**src/rtl/uart_tx_pkg.sv**
```systemverilog
package uart_tx_pkg;
  typedef enum logic [1:0] {
    SRC_SER  = 2'd0,
    SRC_OVRD = 2'd1,
    SRC_HIGH = 2'd2,
    SRC_RX   = 2'd3
  } pin_src_e;
endpackage

```
**src/rtl/uart_tx_ser.sv**
```systemverilog
module uart_tx_ser #(
  parameter int DATA_W = 8
) (
  input  logic              clk_i,
  input  logic              rst_ni,
  input  logic              tx_en_i,
  input  logic              tick_i,
  input  logic              parity_en_i,
  input  logic              parity_odd_i,
  input  logic [DATA_W-1:0] data_i,
  input  logic              valid_i,
  output logic              ready_o,
  output logic              ser_bit_o,
  output logic              busy_o
);
  localparam int FRAME_MAX = DATA_W + 3;
  localparam int CNT_W     = $clog2(FRAME_MAX + 1);

  logic [FRAME_MAX-1:0] shreg_q;
  logic [CNT_W-1:0]     left_q;
  logic                 busy;
  logic                 load;
  logic                 par_bit;

  assign busy    = (left_q != '0);
  assign ready_o = tx_en_i & tick_i & ~busy;
  assign load    = ready_o & valid_i;
  assign par_bit = (^data_i) ^ parity_odd_i;

  always_ff @(posedge clk_i or negedge rst_ni) begin
    if (!rst_ni) begin
      shreg_q <= '1;
      left_q  <= '0;
    end else if (load) begin
      // stop, parity-or-stop, data, start
      shreg_q <= {1'b1, (parity_en_i ? par_bit : 1'b1), data_i, 1'b0};
      left_q  <= parity_en_i ? CNT_W'(FRAME_MAX) : CNT_W'(FRAME_MAX - 1);
    end else if (busy && tick_i) begin
      shreg_q <= {1'b1, shreg_q[FRAME_MAX-1:1]};
      left_q  <= left_q - 1'b1;
    end
  end

  assign ser_bit_o = busy ? shreg_q[0] : 1'b1;
  assign busy_o    = busy;

  AST_START_ON_TICK: assert property (@(posedge clk_i) disable iff (!rst_ni)
    $rose(busy) |-> $past(tick_i && tx_en_i && valid_i));

  AST_HOLD_BETWEEN_TICKS: assert property (@(posedge clk_i) disable iff (!rst_ni)
    (busy && $past(busy) && !$past(tick_i)) |-> $stable(ser_bit_o));

  AST_STOP_LAST: assert property (@(posedge clk_i) disable iff (!rst_ni)
    $fell(busy) |-> $past(ser_bit_o));

  AST_START_LOW: assert property (@(posedge clk_i) disable iff (!rst_ni)
    $rose(busy) |-> !ser_bit_o);

  AST_CNT_RANGE: assert property (@(posedge clk_i) disable iff (!rst_ni)
    left_q <= CNT_W'(FRAME_MAX));
endmodule

```
**src/rtl/uart_tx_pinmux.sv**
```systemverilog
module uart_tx_pinmux
  import uart_tx_pkg::*;
(
  input  logic ser_bit_i,
  input  logic rx_i,
  input  logic ovrd_en_i,
  input  logic ovrd_val_i,
  input  logic sys_lpbk_i,
  input  logic line_lpbk_i,
  output logic tx_o,
  output logic rx_core_o
);
  pin_src_e src;

  always_comb begin
    if (ovrd_en_i)        src = SRC_OVRD;
    else if (line_lpbk_i) src = SRC_RX;
    else if (sys_lpbk_i)  src = SRC_HIGH;
    else                  src = SRC_SER;
  end

  always_comb begin
    unique case (src)
      SRC_OVRD: tx_o = ovrd_val_i;
      SRC_RX:   tx_o = rx_i;
      SRC_HIGH: tx_o = 1'b1;
      default:  tx_o = ser_bit_i;
    endcase
  end

  // receiver sees idle line under line loopback
  always_comb begin
    if (line_lpbk_i)     rx_core_o = 1'b1;
    else if (sys_lpbk_i) rx_core_o = ser_bit_i;
    else                 rx_core_o = rx_i;
  end
endmodule

```
**src/rtl/uart_tx.sv**
```systemverilog
module uart_tx #(
  parameter int DATA_W = 8
) (
  input  logic              clk_i,
  input  logic              rst_ni,
  input  logic              tx_en_i,
  input  logic              parity_en_i,
  input  logic              parity_odd_i,
  input  logic              sys_lpbk_i,
  input  logic              line_lpbk_i,
  input  logic              ovrd_en_i,
  input  logic              ovrd_val_i,
  input  logic              tick_i,
  input  logic [DATA_W-1:0] data_i,
  input  logic              valid_i,
  output logic              ready_o,
  input  logic              rx_i,
  output logic              tx_o,
  output logic              rx_core_o,
  output logic              busy_o,
  output logic              idle_o
);
  logic ser_bit;
  logic busy;

  uart_tx_ser #(.DATA_W(DATA_W)) u_ser (
    .clk_i        (clk_i),
    .rst_ni       (rst_ni),
    .tx_en_i      (tx_en_i),
    .tick_i       (tick_i),
    .parity_en_i  (parity_en_i),
    .parity_odd_i (parity_odd_i),
    .data_i       (data_i),
    .valid_i      (valid_i),
    .ready_o      (ready_o),
    .ser_bit_o    (ser_bit),
    .busy_o       (busy)
  );

  uart_tx_pinmux u_pinmux (
    .ser_bit_i   (ser_bit),
    .rx_i        (rx_i),
    .ovrd_en_i   (ovrd_en_i),
    .ovrd_val_i  (ovrd_val_i),
    .sys_lpbk_i  (sys_lpbk_i),
    .line_lpbk_i (line_lpbk_i),
    .tx_o        (tx_o),
    .rx_core_o   (rx_core_o)
  );

  assign busy_o = busy;
  assign idle_o = ~busy & ~valid_i;

  AST_OVRD_WINS: assert property (@(posedge clk_i) disable iff (!rst_ni)
    ovrd_en_i |-> (tx_o == ovrd_val_i));

  AST_SYS_LPBK_HIGH: assert property (@(posedge clk_i) disable iff (!rst_ni)
    (sys_lpbk_i && !line_lpbk_i && !ovrd_en_i) |-> (tx_o && rx_core_o == ser_bit));

  AST_LINE_LPBK_ECHO: assert property (@(posedge clk_i) disable iff (!rst_ni)
    (line_lpbk_i && !ovrd_en_i) |-> (tx_o == rx_i && rx_core_o));

  AST_NO_ACCEPT_BUSY: assert property (@(posedge clk_i) disable iff (!rst_ni)
    busy |-> !ready_o);

  AST_DISABLED_NO_START: assert property (@(posedge clk_i) disable iff (!rst_ni)
    (!$past(tx_en_i) && !$past(busy)) |-> !busy);
endmodule

```
**config.mk**
```make
export PLATFORM = sky130hd
export DESIGN_NAME = uart_tx
export DESIGN_NICKNAME = d
export VERILOG_FILES = /design/src/rtl/uart_tx_pkg.sv /design/src/rtl/uart_tx_ser.sv /design/src/rtl/uart_tx_pinmux.sv /design/src/rtl/uart_tx.sv
export SDC_FILE = /design/constraint.sdc
export NUM_CORES = 1
export LEC_CHECK = 0
export BUFFER_PORTS_ARGS = -buffer_cell sky130_fd_sc_hd__buf_2
export CORE_UTILIZATION = 50
export CTS_BUF_LIST = sky130_fd_sc_hd__clkbuf_4 sky130_fd_sc_hd__clkbuf_8
export CTS_CLUSTER_DIAMETER = 120
export CTS_CLUSTER_SIZE = 10
export DETAILED_ROUTE_END_ITERATION = 12
export HOLD_SLACK_MARGIN = 0.1
export MAX_ROUTING_LAYER = met4
export PLACE_DENSITY = 0.83
export SLEW_MARGIN = 10
export SYNTH_ARGS = -nofsm -noshare
export SYNTH_HDL_FRONTEND = slang
export SYNTH_SLANG_ARGS = --single-unit
```
**constraint.sdc**
```tcl
create_clock -name clk_i -period 2.6 [get_ports clk_i]
set_input_delay 0.52 -clock clk_i [delete_from_list [all_inputs] [get_ports clk_i]]
set_output_delay 0.52 -clock clk_i [all_outputs]
set_load 0.05 [all_outputs]
```
==> results.md <==
Logic synthesis:
- The share of synthesized cell area in and, or, nand and nor gates is 0.2294.
- By count the netlist is led by 18 x sky130_fd_sc_hd__nand2_1, 15 x sky130_fd_sc_hd__a21oi_1, 10 x sky130_fd_sc_hd__dfstp_2.
- The portion of the post-synthesis area used by sequential elements is 0.4348.
- The area fraction in compound gates after synthesis is 0.1529.
- The most frequent cell after synthesis is sky130_fd_sc_hd__nand2_1.
- The number of enable-type register cells in the synthesized netlist is 0.
- During synthesis, Yosys emitted a total of 0 warnings.
- The largest family of logic cells by synthesized area is simple AND/OR/NAND/NOR gates.
- The portion of netlist area occupied by mux cells is 0.
- The area share of xor/xnor cells in the synthesized design is 0.1109.
- The library cell with the largest summed area after synthesis is sky130_fd_sc_hd__dfstp_2.
- Averaged over all synthesized cells, the footprint is roughly 9.0 um2.
- The main flop type after synthesis is sky130_fd_sc_hd__dfstp_2.
- The count of different cell masters after synthesis is 28.
- The share of synthesized area in the top cell type comes to 0.3148.
- After synthesis, the cell types taking the most area are sky130_fd_sc_hd__dfstp_2 31%, sky130_fd_sc_hd__dfrtp_1 12%, sky130_fd_sc_hd__a21oi_1 9.0%.
- The number of nets in the synthesized netlist is 114.
- The synthesized design contains 14 register bits.
- For this run, asynchronously set or reset flops after synthesis account for 1.000.
- Counting every instance in the synthesized netlist gives between 90 and 100.
- After synthesis the cells add up to ~830 um2.
- The post-synthesis share of cell area spent on full adders, half adders and majority gates is 0.01499.

Global route:
- The via count of the first global-routing pass was 608.
- The first global-routing pass estimated approximately 2600 um of wire.
- Summed over all layers, the global routing overflow is 0.
- Entering global routing, the biggest net connects 15 pins.
- Across every metal layer, demand over resource in global routing totals 0.1985.
- The number of antenna violations at the first check in global routing was 0.

Floorplanning:
- The initial standard-cell utilization of the core is 0.5476.
- The number of I/O pins is 25.
- Row generation in the floorplan step produced 14 rows.
- The die is around 43 um wide.
- The die covers 0.001837 mm2.
- The core footprint is 0.001524 mm2.
- The vertical die dimension is roughly 43 um.

Power and ir drop:
- In this run the static leakage power is around 0.00044 uW.
- Power spread over the standard cell area amounts to between 900 and 1000 mW/mm2.
- The peak supply drop is between 0.4 and 0.5 mV.

Worst setup path:
- The data arrival at the endpoint of the critical path is slightly below 2000 ps.
- The critical path start-end classification is reg -> out.
- Counting cells, the worst reg-to-reg path comes to 7.
- The critical path goes through inv_1 > ha_1 > or3b_1 > nor4b_1 > o31ai_2 > buf_2.
- The family with the most delay on the worst path is simple AND/OR/NAND/NOR gates.
- The largest incremental delay on the critical path is about 420 ps.
- STA classifies the critical path startpoint as a flop.
- Counting both buffers and inverters, the worst setup path holds a total of 2.
- STA classifies the critical path endpoint as an output pin.
- At the worst endpoint, the required time is 2080 ps.
- On the critical path, the stage with the largest delay is an instance of sky130_fd_sc_hd__dfrtp_1.
- In this run the critical register-to-register path is launched from u_ser.left_q[0]$_DFFE_PN0P_.
- The critical path crosses 6 cells after its start point.
- Along the worst path, the maximum fanout reaches 3.
- The worst register-to-register path ends at u_ser.shreg_q[1]$_DFFE_PN1P_.
- The worst setup slack for register-to-register paths is 740 ps.

Timing:
- The final count of pins violating max slew is 0.
- The total negative slack is 0 ps.
- The post-layout minimum cycle time is ~2500 ps.
- The final number of hold-violating endpoints is 0.
- Timing would allow up to around 410 MHz.
- The worst setup skew after layout is 5.261 ps.
- Of the available clock period, the critical path in the final layout requires 0.9434.
- In this run the tightest slew margin relative to its limit is 0.7461.
- The slew at the pin closest to its max-slew limit is 379.9 ps.
- Setup repair after global routing left no endpoint under its margin.
- Setup violations remaining at the end of the flow were counted as 0.
- The worst hold margin is between 100 and 150 ps.

Route:
- In the final routed layout, each cell accounts on average for about 12 um.
- The wire length after detailed routing is around 1600 um.
- The starting DRC count in detailed routing is 9.
- The first detailed-routing pass ran for 4 iterations.
- For this run, design rule violations remaining after detail routing come to 0.
- The count of nets left with antenna violations after detail routing is 0.
- The final route contains between 700 and 800 vias.
- In the routed layout, each cell is associated on average with a via count of 5.331.

Layout:
- The multi-input combinational cells in the finished layout cover a total of between 400 and 500 um2.
- The fraction of final layout cells sized beyond drive strength 1 is 0.3675.
- Measured on the finished design, the core utilization comes to 0.6412.
- Summing all flip-flop and latch instances after layout gives between 300 and 400 um2.
- The filler cell count in the final layout is 145.
- The post-synthesis to final-layout area growth is 17.09%.
- The count of antenna diodes in the layout is 0.
- The net count of the finished layout is about 140.
- The count of non-filler cells in the finished layout is about 130.
- The final design instance area without fill is around 980 um2.

Place:
- The number of placed instances, taps included, is 129.
- In this run the tool buffered the top-level ports with 24 buffer cells.
- Summing all placed instances gives a cell area of ~950 um2.
- The post-detailed-placement half-perimeter wirelength is approximately 1200 um.
- The final RePlAce weighted congestion is approximately 0.73.

Clock tree:
- The maximum number of buffers from clock root to sink is 2.
- The cell at the root of the clock tree is sky130_fd_sc_hd__clkbuf_4.
- The number of hold buffers added after CTS is 0.
- Gates resized during post-CTS repair numbered 0.
- The CTS sink count is 14.
- TritonCTS built the clock tree.
- The later-pin clock latency in the skew report is ~270 ps.
- The depth of the CTS H-tree is 1.
- TritonCTS created 3 clock buffers.
- The number of setup buffers added after CTS is 0.
- After clock tree synthesis, the clock-pin slew on the worst setup and hold paths is about 80 ps.

Flow run:
- The number of maximum-capacitance constraint violations is 0.

Run status:
- The flow ran to the end, and the final reports show no timing, DRC or antenna violations.

Hold path:
- In this run the worst hold path is classified as in -> async.
stage by stage:
stage | total power (uW) | worst slack, ps
final | 945.6 | 147.2
after global routing | 1022 | 43.36
after CTS | 958.8 | 132.8
after detailed placement | 821.6 | 445.4
after global placement | 799.8 | 502.4
after floorplan | 737.1 | 33.67
cell families after synthesis:
family / Yosys count
XOR/XNOR: 9
AND/OR/NAND/NOR: 40
flip-flops: 14
buffers and inverters: 7
adder cells (fa/ha/maj): 1
AO/OA/AOI/OAI: 22
where the power goes:
| part | internal, uW | switching, uW | total [uW] |
|---|---|---|---|
| Combinational | 163 | 221 | 385 |
| Sequential | 364 | 65.6 | 430 |
| Clock | 69.7 | 61.5 | 131 |
area by class of cell:
class / instances / share of cell area
sequential: 14 / 0.3713
timing repair buffer: 25 / 0.1306
tap: 16 / 0.02049
inverter: 2 / 0.007682
clock buffer: 4 / 0.03073
multi-input combinational: 72 / 0.4392
layout by cell type (no fill, tap or decap), types with 3 or more instances in the layout:
| master | count |
|---|---|
| sky130_fd_sc_hd__nor2_1 | 9 |
| sky130_fd_sc_hd__o21ai_0 | 3 |
| sky130_fd_sc_hd__xnor2_1 | 6 |
| sky130_fd_sc_hd__buf_2 | 24 |
| sky130_fd_sc_hd__dfstp_2 | 10 |
| sky130_fd_sc_hd__nand2_1 | 18 |
| sky130_fd_sc_hd__nand3_1 | 3 |
| sky130_fd_sc_hd__clkbuf_4 | 4 |
| sky130_fd_sc_hd__dfrtp_1 | 4 |
| sky130_fd_sc_hd__a21oi_1 | 15 |
registers in the layout (all words and copies together), names as in the netlist:
| signal | flops |
|---|---|
| u_ser.shreg_q | 10 |
| u_ser.left_q | 4 |
how the worst max path moves through the flow:
stage,to,slack [ps],start
2_1_floorplan,tx_o,30,u_ser.left_q[0]$_DFFE_PN0P_
3_3_place_gp,tx_o,500,u_ser.left_q[0]$_DFFE_PN0P_
3_5_place_dp,tx_o,450,u_ser.left_q[0]$_DFFE_PN0P_
4_1_cts,rx_core_o,130,u_ser.left_q[0]$_DFFE_PN0P_
5_1_grt,rx_core_o,40,u_ser.left_q[0]$_DFFE_PN0P_
6_report,tx_o,150,u_ser.left_q[0]$_DFFE_PN0P_
per-layer routing:
metal  share of wire  GRT usage  up-vias  routed length, um
met4          0.0056    0.09375        0                  9
met1            0.43     0.2263      331                685
met5               0          -        -                  0
li1                -          -      359                  -
met2            0.52     0.3333       17                823
met3           0.048    0.03830        2                 76
No activity file was read; power rests on OpenSTA's default activity.
